--- config.mk ---
export PLATFORM = sky130hd
export DESIGN_NAME = flash_bus_if
export DESIGN_NICKNAME = d
export VERILOG_FILES = /design/src/rtl/flash_bus_pkg.sv /design/src/rtl/flash_bus_ctrl.sv /design/src/rtl/flash_bus_dp.sv /design/src/rtl/flash_bus_if.sv
export SDC_FILE = /design/constraint.sdc
export NUM_CORES = 1
export LEC_CHECK = 0
export BUFFER_PORTS_ARGS = -buffer_cell sky130_fd_sc_hd__buf_4
export CAP_MARGIN = 20
export CORE_UTILIZATION = 53
export CTS_BUF_LIST = sky130_fd_sc_hd__clkbuf_8
export DETAILED_ROUTE_END_ITERATION = 8
export PLACE_DENSITY = 0.88
export SETUP_SLACK_MARGIN = 0.15
export SKIP_LAST_GASP = 1
export SYNTH_ARGS = -nofsm -noshare
export SYNTH_HDL_FRONTEND = slang
export SYNTH_SLANG_ARGS = --single-unit
--- constraint.sdc ---
create_clock -name clk -period 5.3 [get_ports clk]
set_input_delay 1.06 -clock clk [delete_from_list [all_inputs] [get_ports clk]]
set_output_delay 1.06 -clock clk [all_outputs]
set_load 0.01 [all_outputs]
--- src/rtl/flash_bus_pkg.sv ---
package flash_bus_pkg;

  typedef enum logic [2:0] {
    OP_RESET    = 3'd0,
    OP_STANDBY  = 3'd1,
    OP_READ     = 3'd2,
    OP_WRITE    = 3'd3,
    OP_OUTDIS   = 3'd4,
    OP_CONFLICT = 3'd5
  } busOp_e;

  typedef struct packed {
    logic driveRead;     // read operation: put core data on the pins
    logic captureWrite;  // write operation: sample address and data
    logic fireWrite;     // write has just ended: issue the strobe
    logic byteMode;      // byte pin low
  } busStrobe_t;

endpackage

--- src/rtl/flash_bus_ctrl.sv ---
module flash_bus_ctrl
  import flash_bus_pkg::*;
(
  input  logic       clk,
  input  logic       pinRstN,
  input  logic       pinCsN,
  input  logic       pinOeN,
  input  logic       pinWeN,
  input  logic       pinByteN,
  output busOp_e     busOp,
  output busStrobe_t strobe
);

  logic wrActPrev;
  logic wrActNow;

  // Operation decode: reset first, then chip select, then the enable pair.
  always_comb begin
    if (!pinRstN)                busOp = OP_RESET;
    else if (pinCsN)             busOp = OP_STANDBY;
    else if (!pinOeN && pinWeN)  busOp = OP_READ;
    else if (pinOeN && !pinWeN)  busOp = OP_WRITE;
    else if (pinOeN && pinWeN)   busOp = OP_OUTDIS;
    else                         busOp = OP_CONFLICT;
  end

  assign wrActNow = (busOp == OP_WRITE);

  always_ff @(posedge clk or negedge pinRstN) begin
    if (!pinRstN) wrActPrev <= 1'b0;
    else          wrActPrev <= wrActNow;
  end

  always_comb begin
    strobe.driveRead    = (busOp == OP_READ);
    strobe.captureWrite = wrActNow;
    strobe.fireWrite    = wrActPrev && !wrActNow && pinRstN;
    strobe.byteMode     = !pinByteN;
  end

  // a conflict decode always has both enables low
  assert_conflict_pins_R1: assert property (@(posedge clk) disable iff (!pinRstN)
    (busOp == OP_CONFLICT) |-> (!pinCsN && !pinOeN && !pinWeN));

  // a fire request always follows a sampled write clock
  assert_fire_follows_write_R5: assert property (@(posedge clk) disable iff (!pinRstN)
    strobe.fireWrite |-> $past(busOp) == OP_WRITE);

endmodule

--- src/rtl/flash_bus_dp.sv ---
module flash_bus_dp
  import flash_bus_pkg::*;
#(
  parameter int ADDR_W = 19,
  parameter int DATA_W = 16
) (
  input  logic                clk,
  input  logic                pinRstN,
  input  busStrobe_t          strobe,
  input  logic [ADDR_W-1:0]   addrIn,
  input  logic [DATA_W-1:0]   dataIn,
  input  logic [DATA_W-1:0]   rdData,
  output logic [DATA_W-1:0]   dataOut,
  output logic [DATA_W-1:0]   dataOutEn,
  output logic [ADDR_W:0]     coreAddr,
  output logic                wrStrobe,
  output logic [ADDR_W:0]     wrAddr,
  output logic [DATA_W-1:0]   wrData
);

  localparam int BYTE_W  = DATA_W / 2;
  localparam int LANES   = DATA_W / BYTE_W;
  localparam int CADDR_W = ADDR_W + 1;

  logic                lowAddrBit;
  logic [DATA_W-1:0]   wrDataNow;
  logic [CADDR_W-1:0]  latAddr;
  logic [DATA_W-1:0]   latData;
  logic [BYTE_W-1:0]   byteSel;

  // In byte mode the top data pin carries the lowest address bit.
  assign lowAddrBit = strobe.byteMode ? dataIn[DATA_W-1] : 1'b0;
  assign coreAddr   = {addrIn, lowAddrBit};

  assign wrDataNow = strobe.byteMode ? {{(DATA_W-BYTE_W){1'b0}}, dataIn[BYTE_W-1:0]}
                                     : dataIn;

  assign byteSel = lowAddrBit ? rdData[DATA_W-1:DATA_W-BYTE_W] : rdData[BYTE_W-1:0];

  always_comb begin
    if (strobe.byteMode) dataOut = {{(DATA_W-BYTE_W){1'b0}}, byteSel};
    else                 dataOut = rdData;
  end

  // Per-lane drive enables: lane 0 follows the read, upper lanes only in word mode.
  for (genvar ln = 0; ln < LANES; ln++) begin : g_lane
    if (ln == 0) begin : g_low
      assign dataOutEn[BYTE_W-1:0] = {BYTE_W{strobe.driveRead}};
    end else begin : g_high
      assign dataOutEn[ln*BYTE_W +: BYTE_W] = {BYTE_W{strobe.driveRead && !strobe.byteMode}};
    end
  end

  always_ff @(posedge clk or negedge pinRstN) begin
    if (!pinRstN) begin
      latAddr  <= '0;
      latData  <= '0;
      wrStrobe <= 1'b0;
      wrAddr   <= '0;
      wrData   <= '0;
    end else begin
      if (strobe.captureWrite) begin
        latAddr <= coreAddr;
        latData <= wrDataNow;
      end
      wrStrobe <= strobe.fireWrite;
      if (strobe.fireWrite) begin
        wrAddr <= latAddr;
        wrData <= latData;
      end
    end
  end

  // the strobe is never longer than one clock
  assert_strobe_single_R5: assert property (@(posedge clk) disable iff (!pinRstN)
    wrStrobe |=> !wrStrobe);

  // byte mode never drives the upper lanes
  assert_upper_float_R6: assert property (@(posedge clk) disable iff (!pinRstN)
    strobe.byteMode |-> (dataOutEn[DATA_W-1:BYTE_W] == '0));

  // byte-mode read data keeps its upper half clear
  assert_byte_upper_zero_R9: assert property (@(posedge clk) disable iff (!pinRstN)
    (strobe.byteMode && strobe.driveRead) |-> (dataOut[DATA_W-1:BYTE_W] == '0));

endmodule

--- src/rtl/flash_bus_if.sv ---
module flash_bus_if
  import flash_bus_pkg::*;
#(
  parameter int ADDR_W = 19,
  parameter int DATA_W = 16
) (
  input  logic                clk,
  input  logic                pinRstN,
  input  logic                pinCsN,
  input  logic                pinOeN,
  input  logic                pinWeN,
  input  logic                pinByteN,
  input  logic [ADDR_W-1:0]   addrIn,
  input  logic [DATA_W-1:0]   dataIn,
  input  logic [DATA_W-1:0]   rdData,
  output logic [DATA_W-1:0]   dataOut,
  output logic [DATA_W-1:0]   dataOutEn,
  output logic [2:0]          busOp,
  output logic                coreRead,
  output logic [ADDR_W:0]     coreAddr,
  output logic                wrStrobe,
  output logic [ADDR_W:0]     wrAddr,
  output logic [DATA_W-1:0]   wrData
);

  busOp_e     opDec;
  busStrobe_t strobe;

  flash_bus_ctrl u_ctrl (
    .clk      (clk),
    .pinRstN  (pinRstN),
    .pinCsN   (pinCsN),
    .pinOeN   (pinOeN),
    .pinWeN   (pinWeN),
    .pinByteN (pinByteN),
    .busOp    (opDec),
    .strobe   (strobe)
  );

  flash_bus_dp #(.ADDR_W(ADDR_W), .DATA_W(DATA_W)) u_dp (
    .clk       (clk),
    .pinRstN   (pinRstN),
    .strobe    (strobe),
    .addrIn    (addrIn),
    .dataIn    (dataIn),
    .rdData    (rdData),
    .dataOut   (dataOut),
    .dataOutEn (dataOutEn),
    .coreAddr  (coreAddr),
    .wrStrobe  (wrStrobe),
    .wrAddr    (wrAddr),
    .wrData    (wrData)
  );

  assign busOp    = opDec;
  assign coreRead = strobe.driveRead;

  // reset floats every pin
  always_comb begin
    if (!pinRstN) assert_reset_float_R4: assert (dataOutEn == '0);
  end

  // nothing is driven while the host writes
  assert_write_float_R3: assert property (@(posedge clk) disable iff (!pinRstN)
    (!pinCsN && !pinWeN) |-> (dataOutEn == '0));

  // standby floats the bus
  assert_standby_float_R7: assert property (@(posedge clk) disable iff (!pinRstN)
    pinCsN |-> (dataOutEn == '0));

  // a strobe is seen two clocks after a sampled write clock
  assert_strobe_origin_R5: assert property (@(posedge clk) disable iff (!pinRstN)
    wrStrobe |-> ($past(busOp, 2) == 3'd3));

endmodule

# Word-level counts from Yosys, hierarchy flattened
# Cells that the tools add are included.
# totals
reg_bits	74
input_bits	57
out_inout_bits	93
elab_cells	26
# classes
n_eq_ne	2
mux	9
n_reduce_logical	9
# ops
cell	count
$mux 16	2
$mux 3	4
$mux 8	1
$eq 3x2->1 const B	2
$logic_and 1x1->1	6
$logic_not 1->1	3
$mux 1	2

# Logic depth before layout (Yosys ltp)
# logic_depth
word_depth	10
mapped_depth	6
depth_no_buf	5

# Cells and area by module
# From an unflattened synthesis, not the netlist that was laid out.
# unflattened
hier_cells	241
area_unflattened_um2	3334.4
# by_module_without_submodules
module	n_inst	cells_each	area_per_inst_um2	seq_area_each_um2
flash_bus_dp	1	225	3209.3	1826.8
flash_bus_ctrl	1	16	125.1	25.0

# Worst setup path after synthesis
# Ideal clock, no wire load.
# synth_timing
path_type	input to output
startpoint	in pinOeN
endpoint	out dataOutEn[10]
t_arrival_ns	2.802
t_required_ns	4.240
setup_slack_ns	1.438
path_stages	6
path_buffers	1
path_cell_list	inv_1 > ha_1 > nor3b_4 > nor2b_1 > and2_1 > buf_4
# synth_between
elab_cells_between_ends	11
classes_between	eq/ne (1); mux (5); reduce/logical (5)
# synth_lines
item	line	source
start: declaration	flash_bus_if.sv:10	input logic pinOeN,
$logic_and 1x1->1 / $logic_not 1->1 (equally long branches)	flash_bus_ctrl.sv:22, flash_bus_ctrl.sv:21	
$mux 3 / $logic_and 1x1->1 (equally long branches)	flash_bus_ctrl.sv:22, flash_bus_ctrl.sv:21	
$mux 3 *	flash_bus_ctrl.sv:21	else if (!pinOeN && pinWeN) busOp = OP_READ;
$mux 3 *	flash_bus_ctrl.sv:20	else if (pinCsN) busOp = OP_STANDBY;
$mux 3 *	flash_bus_ctrl.sv:19	if (!pinRstN) busOp = OP_RESET;
net busOp[1]	flash_bus_if.sv:18	output logic [2:0] busOp,
$eq 3x2->1 *	flash_bus_ctrl.sv:35	strobe.driveRead = (busOp == OP_READ);
net coreRead	flash_bus_if.sv:19	output logic coreRead,
$logic_and 1x1->1 *	flash_bus_dp.sv:50	assign dataOutEn[ln*BYTE_W +: BYTE_W] = {BYTE_W{strobe.driveRead && !strobe.byteMode}};
end: declaration	flash_bus_if.sv:17	output logic [DATA_W-1:0] dataOutEn,
# The timed path passes the listed nets; every way through them passes the cells marked *.

# Final worst setup path
# layout_timing
startpoint	in pinOeN
endpoint	out dataOutEn[15]
# layout_between
elab_chain_cells	8
elab_cells_between_ends	11
classes_between	eq/ne (1); mux (5); reduce/logical (5)
# layout_rtl
item	line	source
$logic_and 1x1->1	flash_bus_ctrl.sv:23	else if (pinOeN && pinWeN) busOp = OP_OUTDIS;
$mux 1	flash_bus_ctrl.sv:23	
$mux 3	flash_bus_ctrl.sv:22	else if (pinOeN && !pinWeN) busOp = OP_WRITE;
$mux 3 *	flash_bus_ctrl.sv:21	
$mux 3 *	flash_bus_ctrl.sv:20	
$mux 3 *	flash_bus_ctrl.sv:19	
$eq 3x2->1 *	flash_bus_ctrl.sv:35	
$logic_and 1x1->1 *	flash_bus_dp.sv:50	
# Every way passes the cells marked *; elsewhere a longest branch is shown, timed or not.

==> metrics.txt <==
status finished clean; Max-Cap Viols 0; setup TNS 0 ns; vias in the first global route 2,134; Post-route DRC 0; CTS tree yes; leakage power between 2 and 2.5 nW; Clock Path Buffers 2; GRT overflow 0; Finished Core Util about three quarters; Post-DP HPWL approximately 4.8 mm; Post-Syn Nets around 310; largest net degree at the start of global routing just under 80; critical path data required time 4.24 ns; CP Capture Type output pin; first-pass GRT wire length 10.1 mm; endpoints failing hold 0; period utilisation layout 73.7%; post-synthesis register bit count 74; syn_area_per_cell 13.4 sq um; Worst-path clk slew 0.07 ns; num ports 150; FMAX about 260 MHz; Filler cells 426; total CTS buffers 9; Port Buffers approximately 150; setup bufs post-CTS 0; mapped cell area 3410 sq um; Die H 82.2 um; final net count around 430; GPL Wtd Cong 0.798; multi-input logic area 1170 sq um; CTS resizes 0; Area Growth Syn to Fin 30.5%; Die ar. 6760 sq um; Max Slew Vio Count 0; # H-tree levels 3; Slew HR 39.7%; number of synthesis warnings 0; Slew @ Worst Pin approximately 0.90 ns; commonest non-fill, non-tap cell in the layout buf_4; die width 82.2 um; CP Launch Type input pin; initial antenna violation count 0; Site Rows 28; post-synth top area cell dfrtp_1; vias per cell 4.90; Yosys top cell area share a little over half; critical path class in2out; skew final 0.00720 ns; total iterations of the first detailed-routing run 4; Setup Viol. Count Final 0; Hold Path Class reg2reg; Sink Count 74; power per cell area 406 nW/um^2; Synth Instances 254; unrepaired setup endpoints after global routing no; peak supply drop 0.000235 V; clk_lat worst skew 0.33 ns; Starting Density 56.3%; crit path max fanout 10; post-DR wirelength/cell 14.9 um; CTS root buffer clkbuf_8; most frequent cells in the layout buf_4, dfrtp_1, nand2_1, mux2_2, mux2_4; register area 1850 sq um; flop2flop setup slack around 3.8 ns; Hold-fix buffers, CTS 0; Tmin final 3.91 ns; Cell variety after synth 23; Seq/Total Area, Yosys 54.3%; Core Area 6060 sq um; Total GRT Usage 20.8%; share of layout cells above drive strength 1 between 50% and 60%; Critical Path AT 2.85 ns; drt total wl 6.71 mm; vias roughly 2.2k; Synth area leaders dfrtp_1, mux2_4, buf_4, mux2_2, mux2_1; n_diodes 0; antenna viol nets, final 0; Initial DRC Count 91
stage by stage:
| step | hold slack, ns | power [mW] | instance area (sq um) | instances | setup slack [ns] |
|---|---|---|---|---|---|
| after floorplan | 0.459 | 1.15 | 3410 | 254 | 1.44 |
| after global placement | 0.464 | 1.43 | 4290 | 436 | 1.50 |
| after detailed placement | 0.473 | 1.46 | 4290 | 436 | 1.37 |
| after CTS | 0.483 | 1.83 | 4450 | 450 | 1.36 |
| after global routing | 0.508 | 1.92 | 4450 | 450 | 1.19 |
| final | 0.481 | 1.81 | 4450 | 450 | 1.39 |
cell families (layout without fill, tap and decap cells):
kind of cell             after synthesis  count (layout)  share of synthesized area (%)
adder cells (fa/ha/maj)                2               2                          0.734
AND/OR/NAND/NOR                       49              49                           7.08
AO/OA/AOI/OAI                          2               2                          0.697
flip-flops                            74              74                           54.3
multiplexers                          72              72                           25.8
buffers and inverters                 55             176                           11.4
cells in the mapped netlist:
library cell  number
a21oi_4            1
and2_1             9
and3b_1            1
buf_2              1
buf_4             36
buf_6              6
clkbuf_1           1
clkinv_1           1
dfrtp_1           74
ha_1               2
inv_1             10
mux2_1            20
mux2_2            23
mux2_4            21
mux2i_1            8
nand2_1           33
nand2_4            1
nand2b_1           1
nor2_1             1
nor2_2             1
nor2b_1            1
nor3b_4            1
o21a_1             1
report_power, final:
part,internal (mW),switching (mW),total [mW]
Sequential,0.761,0.105,0.866
Clock,0.174,0.190,0.364
Combinational,0.352,0.224,0.576
Total,1.29,0.519,1.81
layout make-up:
class | count | area share [%]
flip-flops and latches | 74 | 41.6
multi-input cells | 125 | 26.3
repair buffers | 151 | 25.5
clock buffers | 10 | 3.09
well taps | 75 | 2.11
inverters | 11 | 0.928
clock inverters | 4 | 0.478
path summary, 6_finish.rpt:
| check | cells past startpoint | from | endpoint |
|---|---|---|---|
| min | 1 | u_dp.latData[0]$_DFFE_PN0N_ | u_dp.wrData[0]$_DFFE_PN0P_ |
| max | 7 | pinOeN | dataOutEn[15] |
| min reg2reg | 1 | u_dp.latData[0]$_DFFE_PN0N_ | u_dp.wrData[0]$_DFFE_PN0P_ |
| min in group asynchronous | 2 | pinRstN | u_dp.latData[14]$_DFFE_PN0N_ |
| max in group asynchronous | 2 | pinRstN | u_dp.wrAddr[1]$_DFFE_PN0P_ |
| max reg2reg | 4 | u_ctrl.wrActPrev$_DFF_PN0_ | u_dp.wrAddr[5]$_DFFE_PN0P_ |
state kept, by name, indices dropped and copies added (netlist names):
signal,cells
u_dp.wrData,16
u_dp.wrAddr,20
u_dp.latAddr,20
u_dp.wrStrobe,1
u_dp.latData,16
u_ctrl.wrActPrev,1
worst max-delay path, cell delays in order:
cell     delay, ns
buf_4         0.08
inv_1         0.03
ha_1          0.34
nor3b_4       0.29
nor2b_1       0.50
and2_1        0.36
buf_4         0.18
routing by layer:
layer | global-route usage, % | routed length (um) | vias up | part of all wire (%)
li1 | - | - | 1029 | -
met3 | 4.84 | 449 | 8 | 6.7
met5 | 0 | 0 | - | 0
met1 | 24.6 | 2800 | 1060 | 42
met2 | 35.5 | 3340 | 107 | 50
met4 | 10.0 | 114 | 0 | 1.7
Power figures use the tool's default switching activity.
